**src/rtl/hz_pkg.sv**
```systemverilog
package hz_pkg;
  localparam int unsigned HZ_NUM_REGS  = 32;
  localparam int unsigned HZ_NUM_SRC   = 2;
  localparam int unsigned HZ_WDOG_IDLE = 1000;

  typedef enum logic [1:0] {
    CAUSE_NONE,
    CAUSE_DATA,
    CAUSE_EXEC,
    CAUSE_HALT
  } dec_cause_e;
endpackage

```
**src/rtl/hz_scoreboard.sv**
```systemverilog
module hz_scoreboard #(
  parameter int unsigned NUM_REGS = 32,
  parameter int unsigned NUM_SRC  = 2,
  localparam int unsigned IDX_W   = $clog2(NUM_REGS)
) (
  input  logic                          clk_i,
  input  logic                          rst_ni,
  input  logic [NUM_SRC-1:0][IDX_W-1:0] rd_idx_i,
  input  logic [NUM_SRC-1:0]            rd_vld_i,
  input  logic                          set_en_i,
  input  logic [IDX_W-1:0]              set_idx_i,
  input  logic                          clr_en_i,
  input  logic [IDX_W-1:0]              clr_idx_i,
  output logic                          src_wait_o
);
  logic [NUM_REGS-1:0] rdy_q;
  logic [NUM_SRC-1:0]  wait_s;

  for (genvar g = 0; g < NUM_REGS; g++) begin : g_rdy
    always_ff @(posedge clk_i or negedge rst_ni) begin
      if (!rst_ni)                                   rdy_q[g] <= 1'b1;
      else if (clr_en_i && clr_idx_i == IDX_W'(g))   rdy_q[g] <= 1'b0;  // issue beats retire
      else if (set_en_i && set_idx_i == IDX_W'(g))   rdy_q[g] <= 1'b1;
    end
  end

  // writeback in this cycle counts as ready for a read in this cycle
  for (genvar s = 0; s < NUM_SRC; s++) begin : g_src
    logic byp;
    assign byp       = set_en_i && (set_idx_i == rd_idx_i[s]);
    assign wait_s[s] = rd_vld_i[s] && !(rdy_q[rd_idx_i[s]] || byp);
  end

  assign src_wait_o = |wait_s;

  p_clear_wins_r5: assert property (@(posedge clk_i) disable iff (!rst_ni)
    (clr_en_i && set_en_i && clr_idx_i == set_idx_i) |=> !rdy_q[$past(clr_idx_i)]);

  p_set_ready_r5: assert property (@(posedge clk_i) disable iff (!rst_ni)
    (set_en_i && !(clr_en_i && clr_idx_i == set_idx_i)) |=> rdy_q[$past(set_idx_i)]);
endmodule

```
**src/rtl/hz_exec_timer.sv**
```systemverilog
module hz_exec_timer #(
  parameter int unsigned LAT_W = 4
) (
  input  logic             clk_i,
  input  logic             rst_ni,
  input  logic             ex_new_i,
  input  logic [LAT_W-1:0] ex_lat_i,
  output logic             busy_o
);
  logic [LAT_W-1:0] cnt_q;
  logic             long_op;

  assign long_op = ex_lat_i > LAT_W'(1);
  assign busy_o  = (ex_new_i && long_op) || (cnt_q != '0);

  // cnt_q: stall cycles still owed after the current one
  always_ff @(posedge clk_i or negedge rst_ni) begin
    if (!rst_ni)              cnt_q <= '0;
    else if (ex_new_i)        cnt_q <= long_op ? ex_lat_i - LAT_W'(2) : '0;
    else if (cnt_q != '0)     cnt_q <= cnt_q - LAT_W'(1);
  end

  p_countdown_r6: assert property (@(posedge clk_i) disable iff (!rst_ni)
    (cnt_q != '0 && !ex_new_i) |=> (cnt_q == $past(cnt_q) - LAT_W'(1)));
endmodule

```
**src/rtl/hz_branch_fence.sv**
```systemverilog
module hz_branch_fence (
  input  logic clk_i,
  input  logic rst_ni,
  input  logic ctrl_in_dec_i,
  input  logic ctrl_fire_i,
  input  logic resolve_i,
  output logic fe_block_o,
  output logic pend_o,
  output logic redirect_o
);
  logic pend_q;

  always_ff @(posedge clk_i or negedge rst_ni) begin
    if (!rst_ni)          pend_q <= 1'b0;
    else if (ctrl_fire_i) pend_q <= 1'b1;
    else if (resolve_i)   pend_q <= 1'b0;
  end

  assign fe_block_o = ctrl_in_dec_i || pend_q;
  assign redirect_o = resolve_i && pend_q;
  assign pend_o     = pend_q;

  p_redirect_closes_r8: assert property (@(posedge clk_i) disable iff (!rst_ni)
    (redirect_o && !ctrl_fire_i) |=> !pend_q);
endmodule

```
**src/rtl/hz_stats.sv**
```systemverilog
module hz_stats #(
  parameter int unsigned CNT_W      = 32,
  parameter int unsigned WDOG_LIMIT = 1000,
  localparam int unsigned IDLE_W    = $clog2(WDOG_LIMIT + 1)
) (
  input  logic             clk_i,
  input  logic             rst_ni,
  input  logic             inc_data_i,
  input  logic             inc_ctrl_i,
  input  logic             inc_ret_i,
  input  logic             activity_i,
  output logic [CNT_W-1:0] data_cnt_o,
  output logic [CNT_W-1:0] ctrl_cnt_o,
  output logic [CNT_W-1:0] ret_cnt_o,
  output logic             timeout_o
);
  logic [CNT_W-1:0]  data_q, ctrl_q, ret_q;
  logic [IDLE_W-1:0] idle_q;
  logic              tmo_q;

  always_ff @(posedge clk_i or negedge rst_ni) begin
    if (!rst_ni) begin
      data_q <= '0;
      ctrl_q <= '0;
      ret_q  <= '0;
    end else if (!tmo_q) begin
      if (inc_data_i) data_q <= data_q + CNT_W'(1);
      if (inc_ctrl_i) ctrl_q <= ctrl_q + CNT_W'(1);
      if (inc_ret_i)  ret_q  <= ret_q + CNT_W'(1);
    end
  end

  always_ff @(posedge clk_i or negedge rst_ni) begin
    if (!rst_ni) begin
      idle_q <= '0;
      tmo_q  <= 1'b0;
    end else if (!tmo_q) begin
      if (activity_i)                             idle_q <= '0;
      else if (idle_q == IDLE_W'(WDOG_LIMIT - 1)) tmo_q  <= 1'b1;
      else                                        idle_q <= idle_q + IDLE_W'(1);
    end
  end

  assign data_cnt_o = data_q;
  assign ctrl_cnt_o = ctrl_q;
  assign ret_cnt_o  = ret_q;
  assign timeout_o  = tmo_q;

  p_data_step_r9: assert property (@(posedge clk_i) disable iff (!rst_ni)
    1'b1 |=> (data_q - $past(data_q)) <= CNT_W'(1));

  p_timeout_sticky_r12: assert property (@(posedge clk_i) disable iff (!rst_ni)
    tmo_q |=> (tmo_q && $stable(ret_q) && $stable(data_q) && $stable(ctrl_q)));
endmodule

```
**src/rtl/hazard_ctrl.sv**
```systemverilog
module hazard_ctrl
  import hz_pkg::*;
#(
  parameter int unsigned NUM_REGS   = HZ_NUM_REGS,
  parameter int unsigned LAT_W      = 4,
  parameter int unsigned CNT_W      = 32,
  parameter int unsigned WDOG_LIMIT = HZ_WDOG_IDLE,
  localparam int unsigned IDX_W     = $clog2(NUM_REGS)
) (
  input  logic             clk_i,
  input  logic             rst_ni,
  input  logic             dec_valid_i,
  input  logic [IDX_W-1:0] dec_src_a_i,
  input  logic             dec_src_a_vld_i,
  input  logic [IDX_W-1:0] dec_src_b_i,
  input  logic             dec_src_b_vld_i,
  input  logic [IDX_W-1:0] dec_dst_i,
  input  logic             dec_dst_vld_i,
  input  logic             dec_ctrl_i,
  input  logic             ex_new_i,
  input  logic [LAT_W-1:0] ex_lat_i,
  input  logic             mem_resolve_i,
  input  logic             wb_valid_i,
  input  logic [IDX_W-1:0] wb_dst_i,
  input  logic             wb_dst_vld_i,
  output logic             fe_stall_o,
  output logic             dec_stall_o,
  output logic             bubble_o,
  output logic             pc_redirect_o,
  output logic [CNT_W-1:0] retired_cnt_o,
  output logic [CNT_W-1:0] data_haz_cnt_o,
  output logic [CNT_W-1:0] ctrl_haz_cnt_o,
  output logic             timeout_o
);
  logic [HZ_NUM_SRC-1:0][IDX_W-1:0] rd_idx;
  logic [HZ_NUM_SRC-1:0]            rd_vld;
  logic       src_wait, ex_busy, fe_block, br_pend, tmo;
  logic       wb_set, dec_fire;
  dec_cause_e cause;

  assign rd_idx = {dec_src_b_i, dec_src_a_i};
  assign rd_vld = {dec_src_b_vld_i, dec_src_a_vld_i};
  assign wb_set = wb_valid_i && wb_dst_vld_i;

  always_comb begin
    if (tmo)                           cause = CAUSE_HALT;
    else if (ex_busy)                  cause = CAUSE_EXEC;
    else if (dec_valid_i && src_wait)  cause = CAUSE_DATA;
    else                               cause = CAUSE_NONE;
  end

  assign dec_stall_o = (cause != CAUSE_NONE);
  assign dec_fire    = dec_valid_i && !dec_stall_o;
  assign bubble_o    = (cause == CAUSE_DATA);
  assign fe_stall_o  = dec_stall_o || fe_block;

  hz_scoreboard #(.NUM_REGS(NUM_REGS), .NUM_SRC(HZ_NUM_SRC)) u_sb (
    .clk_i      (clk_i),
    .rst_ni     (rst_ni),
    .rd_idx_i   (rd_idx),
    .rd_vld_i   (rd_vld),
    .set_en_i   (wb_set),
    .set_idx_i  (wb_dst_i),
    .clr_en_i   (dec_fire && dec_dst_vld_i),
    .clr_idx_i  (dec_dst_i),
    .src_wait_o (src_wait)
  );

  hz_exec_timer #(.LAT_W(LAT_W)) u_ex (
    .clk_i    (clk_i),
    .rst_ni   (rst_ni),
    .ex_new_i (ex_new_i),
    .ex_lat_i (ex_lat_i),
    .busy_o   (ex_busy)
  );

  hz_branch_fence u_br (
    .clk_i         (clk_i),
    .rst_ni        (rst_ni),
    .ctrl_in_dec_i (dec_valid_i && dec_ctrl_i),
    .ctrl_fire_i   (dec_fire && dec_ctrl_i),
    .resolve_i     (mem_resolve_i),
    .fe_block_o    (fe_block),
    .pend_o        (br_pend),
    .redirect_o    (pc_redirect_o)
  );

  hz_stats #(.CNT_W(CNT_W), .WDOG_LIMIT(WDOG_LIMIT)) u_st (
    .clk_i      (clk_i),
    .rst_ni     (rst_ni),
    .inc_data_i (dec_valid_i && src_wait),
    .inc_ctrl_i (dec_valid_i && dec_ctrl_i),
    .inc_ret_i  (wb_valid_i),
    .activity_i (dec_fire),
    .data_cnt_o (data_haz_cnt_o),
    .ctrl_cnt_o (ctrl_haz_cnt_o),
    .ret_cnt_o  (retired_cnt_o),
    .timeout_o  (tmo)
  );

  assign timeout_o = tmo;

  p_dec_holds_fetch_r2: assert property (@(posedge clk_i) disable iff (!rst_ni)
    dec_stall_o |-> fe_stall_o);

  p_fe_frozen_r7: assert property (@(posedge clk_i) disable iff (!rst_ni)
    br_pend |-> fe_stall_o);

  p_no_bubble_in_exec_r3: assert property (@(posedge clk_i) disable iff (!rst_ni)
    ex_busy |-> !bubble_o);
endmodule

```
**config.mk**
```make
export PLATFORM = sky130hd
export DESIGN_NAME = hazard_ctrl
export DESIGN_NICKNAME = d
export VERILOG_FILES = /design/src/rtl/hz_pkg.sv /design/src/rtl/hz_scoreboard.sv /design/src/rtl/hz_exec_timer.sv /design/src/rtl/hz_branch_fence.sv /design/src/rtl/hz_stats.sv /design/src/rtl/hazard_ctrl.sv
export SDC_FILE = /design/constraint.sdc
export NUM_CORES = 1
export LEC_CHECK = 0
export ABC_AREA = 1
export CAP_MARGIN = 25
export CORE_UTILIZATION = 49
export CTS_CLUSTER_DIAMETER = 80
export CTS_CLUSTER_SIZE = 10
export DETAILED_ROUTE_END_ITERATION = 7
export GPL_TIMING_DRIVEN = 0
export PLACE_DENSITY = 0.87
export SLEW_MARGIN = 25
export SYNTH_ARGS = -nofsm -noshare
export SYNTH_HDL_FRONTEND = slang
export SYNTH_SLANG_ARGS = --single-unit
```
**constraint.sdc**
```tcl
create_clock -name clk_i -period 2.15 [get_ports clk_i]
set_clock_uncertainty 0.05 [all_clocks]
set_input_delay 0.5375 -clock clk_i [delete_from_list [all_inputs] [get_ports clk_i]]
set_output_delay 0.5375 -clock clk_i [all_outputs]
set_load 0.1 [all_outputs]
```
==> results.cfg <==
[pwr]
p_leak_uw = 0.00558
p_per_area_nw_per_um2 = 648
ir_drop_mv = 0.552

[detailed_routing]
firstDrtPassIters = 5
drc_errors = 0
viasPerCell = 5.58
vias = 8656
drt_iter0_markers = 707
drt-total-wl_um = 25800
wl_per_cell_um = 16.7
drtAntennaViolNets = 0

[timing]
fmaxAchievable_mhz = 348
fin_tns_setup_ps = -19660
finalCriticalPeriod_ps = 2870
drv_slew = 0
fin_crit_sh = 1.34
hold_violations = 0
maxSlewHeadroom = 0.563
worst_pin_slew_ps = 650
setup_viol = 53
rsz0062_at_grt = yes
worst_slack_ps = -724

[flow_run]
cap_viol_max_count = 0

[floorplan]
core_area_um2 = 16800
die-area_um2 = 17900
die_y_um = 134
ios = 136
num_rows = 47
initial_utilization = 0.507
fp.dieW_um = 134

[cells_and_area]
drive_gt1_frac = 0.296
nNetsFinal = 1359
area_delta_synth_final_pct = 42.0
insertedDiodeCount = 0

[clock_network]
clockRootBuffer = clkbuf_16
insertion_delay_ps = 420
clock-sinks = 144
cts_max_level = 4
cts_tree = done
clk_pin_slew_worst_paths_ps = 60
cts_inserted_buffers = 17
clockBufferDepth = 2

[outcome]
violations = negative setup slack
outcome = finished with violations

[synthesis]
synth_fp_nets = 1148
syn_area_um2 = 8500
ys_types = 36
yosys_register_bits = 144
avgSynthCellArea_um2 = 7.69
async_flop_share = 1.00
synth-seq-area-share = 0.428
ys_warn_count = 0
yosysTopAreaCell = dfrtp_1
post-synth-top-area-fraction = 0.330
netlist_instances = 1106
ys.flop_type = dfrtp_1
netlist_top_cells_area = dfrtp_1 33%, nand2_1 12%, dfstp_2 9.9%, xor2_1 7.6%, inv_1 6.1%
synth_edf_count = 0

[worst_setup_path]
rr_worst_depth = 18
crit_chain = inv_2 > nand2_2 > o211ai_1 > nand3_1 > nand3_1 > nand2_1 > nand2_2 > nand3_4 > nand2_4 > a21oi_4 > clkinvlp_4 > buf_12
slowest_delay_ps = 560
cp_max_fo = 2
critPathLaunch = u_sb.rdy_q[5]
critical_path_class = reg -> out
rrSetupSlack_ps = -470
critPathBufInv = 3
r2r-start = u_sb.rdy_q[5]
crit_cells = 12
cp-endpoint = dec_stall_o
endpoint_kind = output port
cp-start-kind = flop
cp_slowest_cell = dfstp_2
critPathRequiredTime_ps = 1560
path_delay_family = simple AND/OR/NAND/NOR gates
worstPathArrival_ps = 2290
r2r-end = u_sb.rdy_q[23]

[worst_hold_path]
hp-class = reg -> reg

[place]
hpwl_um = 17000
preCtsSetupSlack_ps = -2010
gp_congestion = 0.971
io_buffers = 130

[global_routing]
track_usage = 0.289
grt_overflow = 0
first_global_vias = 8270
antenna_found_initial = 1
grt_max_degree = 91
grt_pass1_wl_um = 41100
placed cells by master (no fill, tap or decap), drive strengths merged, types with 2 or more instances in the layout:
cell and n:
a21oi 58, a31oi 11, buf 79, bufbuf 3, bufinv 6, clkbuf 33, clkdlybuf4s15 98, clkdlybuf4s50 13
clkinv 3, clkinvlp 5, dfrtp 112, dfstp 32, dlygate4sd2 8, dlymetal6s2s 2, ha 7, inv 142
nand2 266, nand3 66, nand3b 4, nand4 34, nor2 128, nor3 56, nor3b 3, nor4 11
o211ai 10, o21ai 34, o22ai 7, xnor2 23, xor2 74
area by class of cell:
class	count	area, um2
buffer	28	248
clock buffer	18	429
clock inverter	14	236
fill	1205	4680
inverter	142	557
multi-input combinational	793	4580
sequential	144	3720
tap	220	275
timing repair buffer	191	2030
per-layer routing:
metal | share of wire | global-route usage | wire (um) | up-vias
li1 | - | - | - | 4006
met1 | 0.41 | 0.374 | 10600 | 4108
met2 | 0.48 | 0.473 | 12500 | 446
met3 | 0.077 | 0.0632 | 1980 | 94
met4 | 0.029 | 0.109 | 751 | 2
met5 | 0.00043 | 0 | 11 | -
worst min path at each step:
stage / from / endpoint / slack, ps / depth (start not counted)
after floorplan: rst_ni / u_br.pend_o / 190 / 0
after global placement: u_st.ctrl_cnt_o[31] / u_st.ctrl_cnt_o[31] / 410 / 1
after detailed placement: u_st.ctrl_cnt_o[31] / u_st.ctrl_cnt_o[31] / 410 / 1
after CTS: u_st.ctrl_cnt_o[31] / u_st.ctrl_cnt_o[31] / 420 / 1
after global routing: u_st.ctrl_cnt_o[14] / u_st.ctrl_cnt_o[14] / 450 / 1
final: u_st.ctrl_cnt_o[31] / u_st.ctrl_cnt_o[31] / 420 / 1
per-stage QoR:
step | util | hold slack [ps] | instances | power [uW] | area [um2]
2_1_floorplan | - | 192 | 1106 | 3960 | 8740
3_3_place_gp | 0.615 | 412 | 1456 | 4330 | 10300
5_1_grt | 0.721 | 451 | 1550 | 8100 | 12100
6_report | 0.721 | 421 | 1550 | 7820 | 12100
4_1_cts | 0.699 | 425 | 1527 | 7770 | 11700
3_5_place_dp | 0.617 | 412 | 1457 | 4370 | 10300
power by group:
group / leakage [uW] / internal [uW] / total, uW / switching (uW)
logic: 0.00359 / 417 / 1310 / 889
clock network: 0.000311 / 2180 / 3370 / 1190
registers: 0.00168 / 2990 / 3150 / 164
timing repair:
action,in CTS,in global routing
pin swaps,31,39
setup endpoints to repair,194,106
hold buffers,1,0
resized for setup,417,53
gates cloned,5,0
buffers inserted,32,23
endpoints found under the hold margin,10,0
flip-flops by register name, indices dropped and copies added, names as in the netlist:
| signal | flops |
|---|---|
| u_br.pend_o | 1 |
| u_ex.cnt_q | 4 |
| u_sb.rdy_q | 32 |
| u_st.ctrl_cnt_o | 32 |
| u_st.data_cnt_o | 32 |
| u_st.idle_q | 10 |
| u_st.ret_cnt_o | 32 |
| u_st.timeout_o | 1 |
worst register-to-register path: cells and delay by family (launching register included):
family / cells / cell delay, ps
flops: 1 / 560
simple gates: 9 / 980
compound gates: 1 / 60
buf+inv: 8 / 890
cell families after synthesis:
family | synth area share
adder cells (fa/ha/maj) | 0.0103
buffers and inverters | 0.0806
AND/OR/NAND/NOR | 0.305
XOR/XNOR | 0.0999
AO/OA/AOI/OAI | 0.0762
flip-flops | 0.428
Yosys cell counts, types with 8 or more instances:
cell type / count
dfrtp_1: 112
dfstp_2: 32
xnor2_1: 23
nor2_1: 118
buf_2: 8
inv_1: 138
a31oi_1: 11
nand2_1: 261
o21ai_0: 31
nand4_1: 32
nor4_1: 10
nor3_1: 52
clkbuf_1: 13
o211ai_1: 10
nand3_1: 62
xor2_1: 74
a21oi_1: 58
Note: power is estimated with default switching activity, not from simulation.
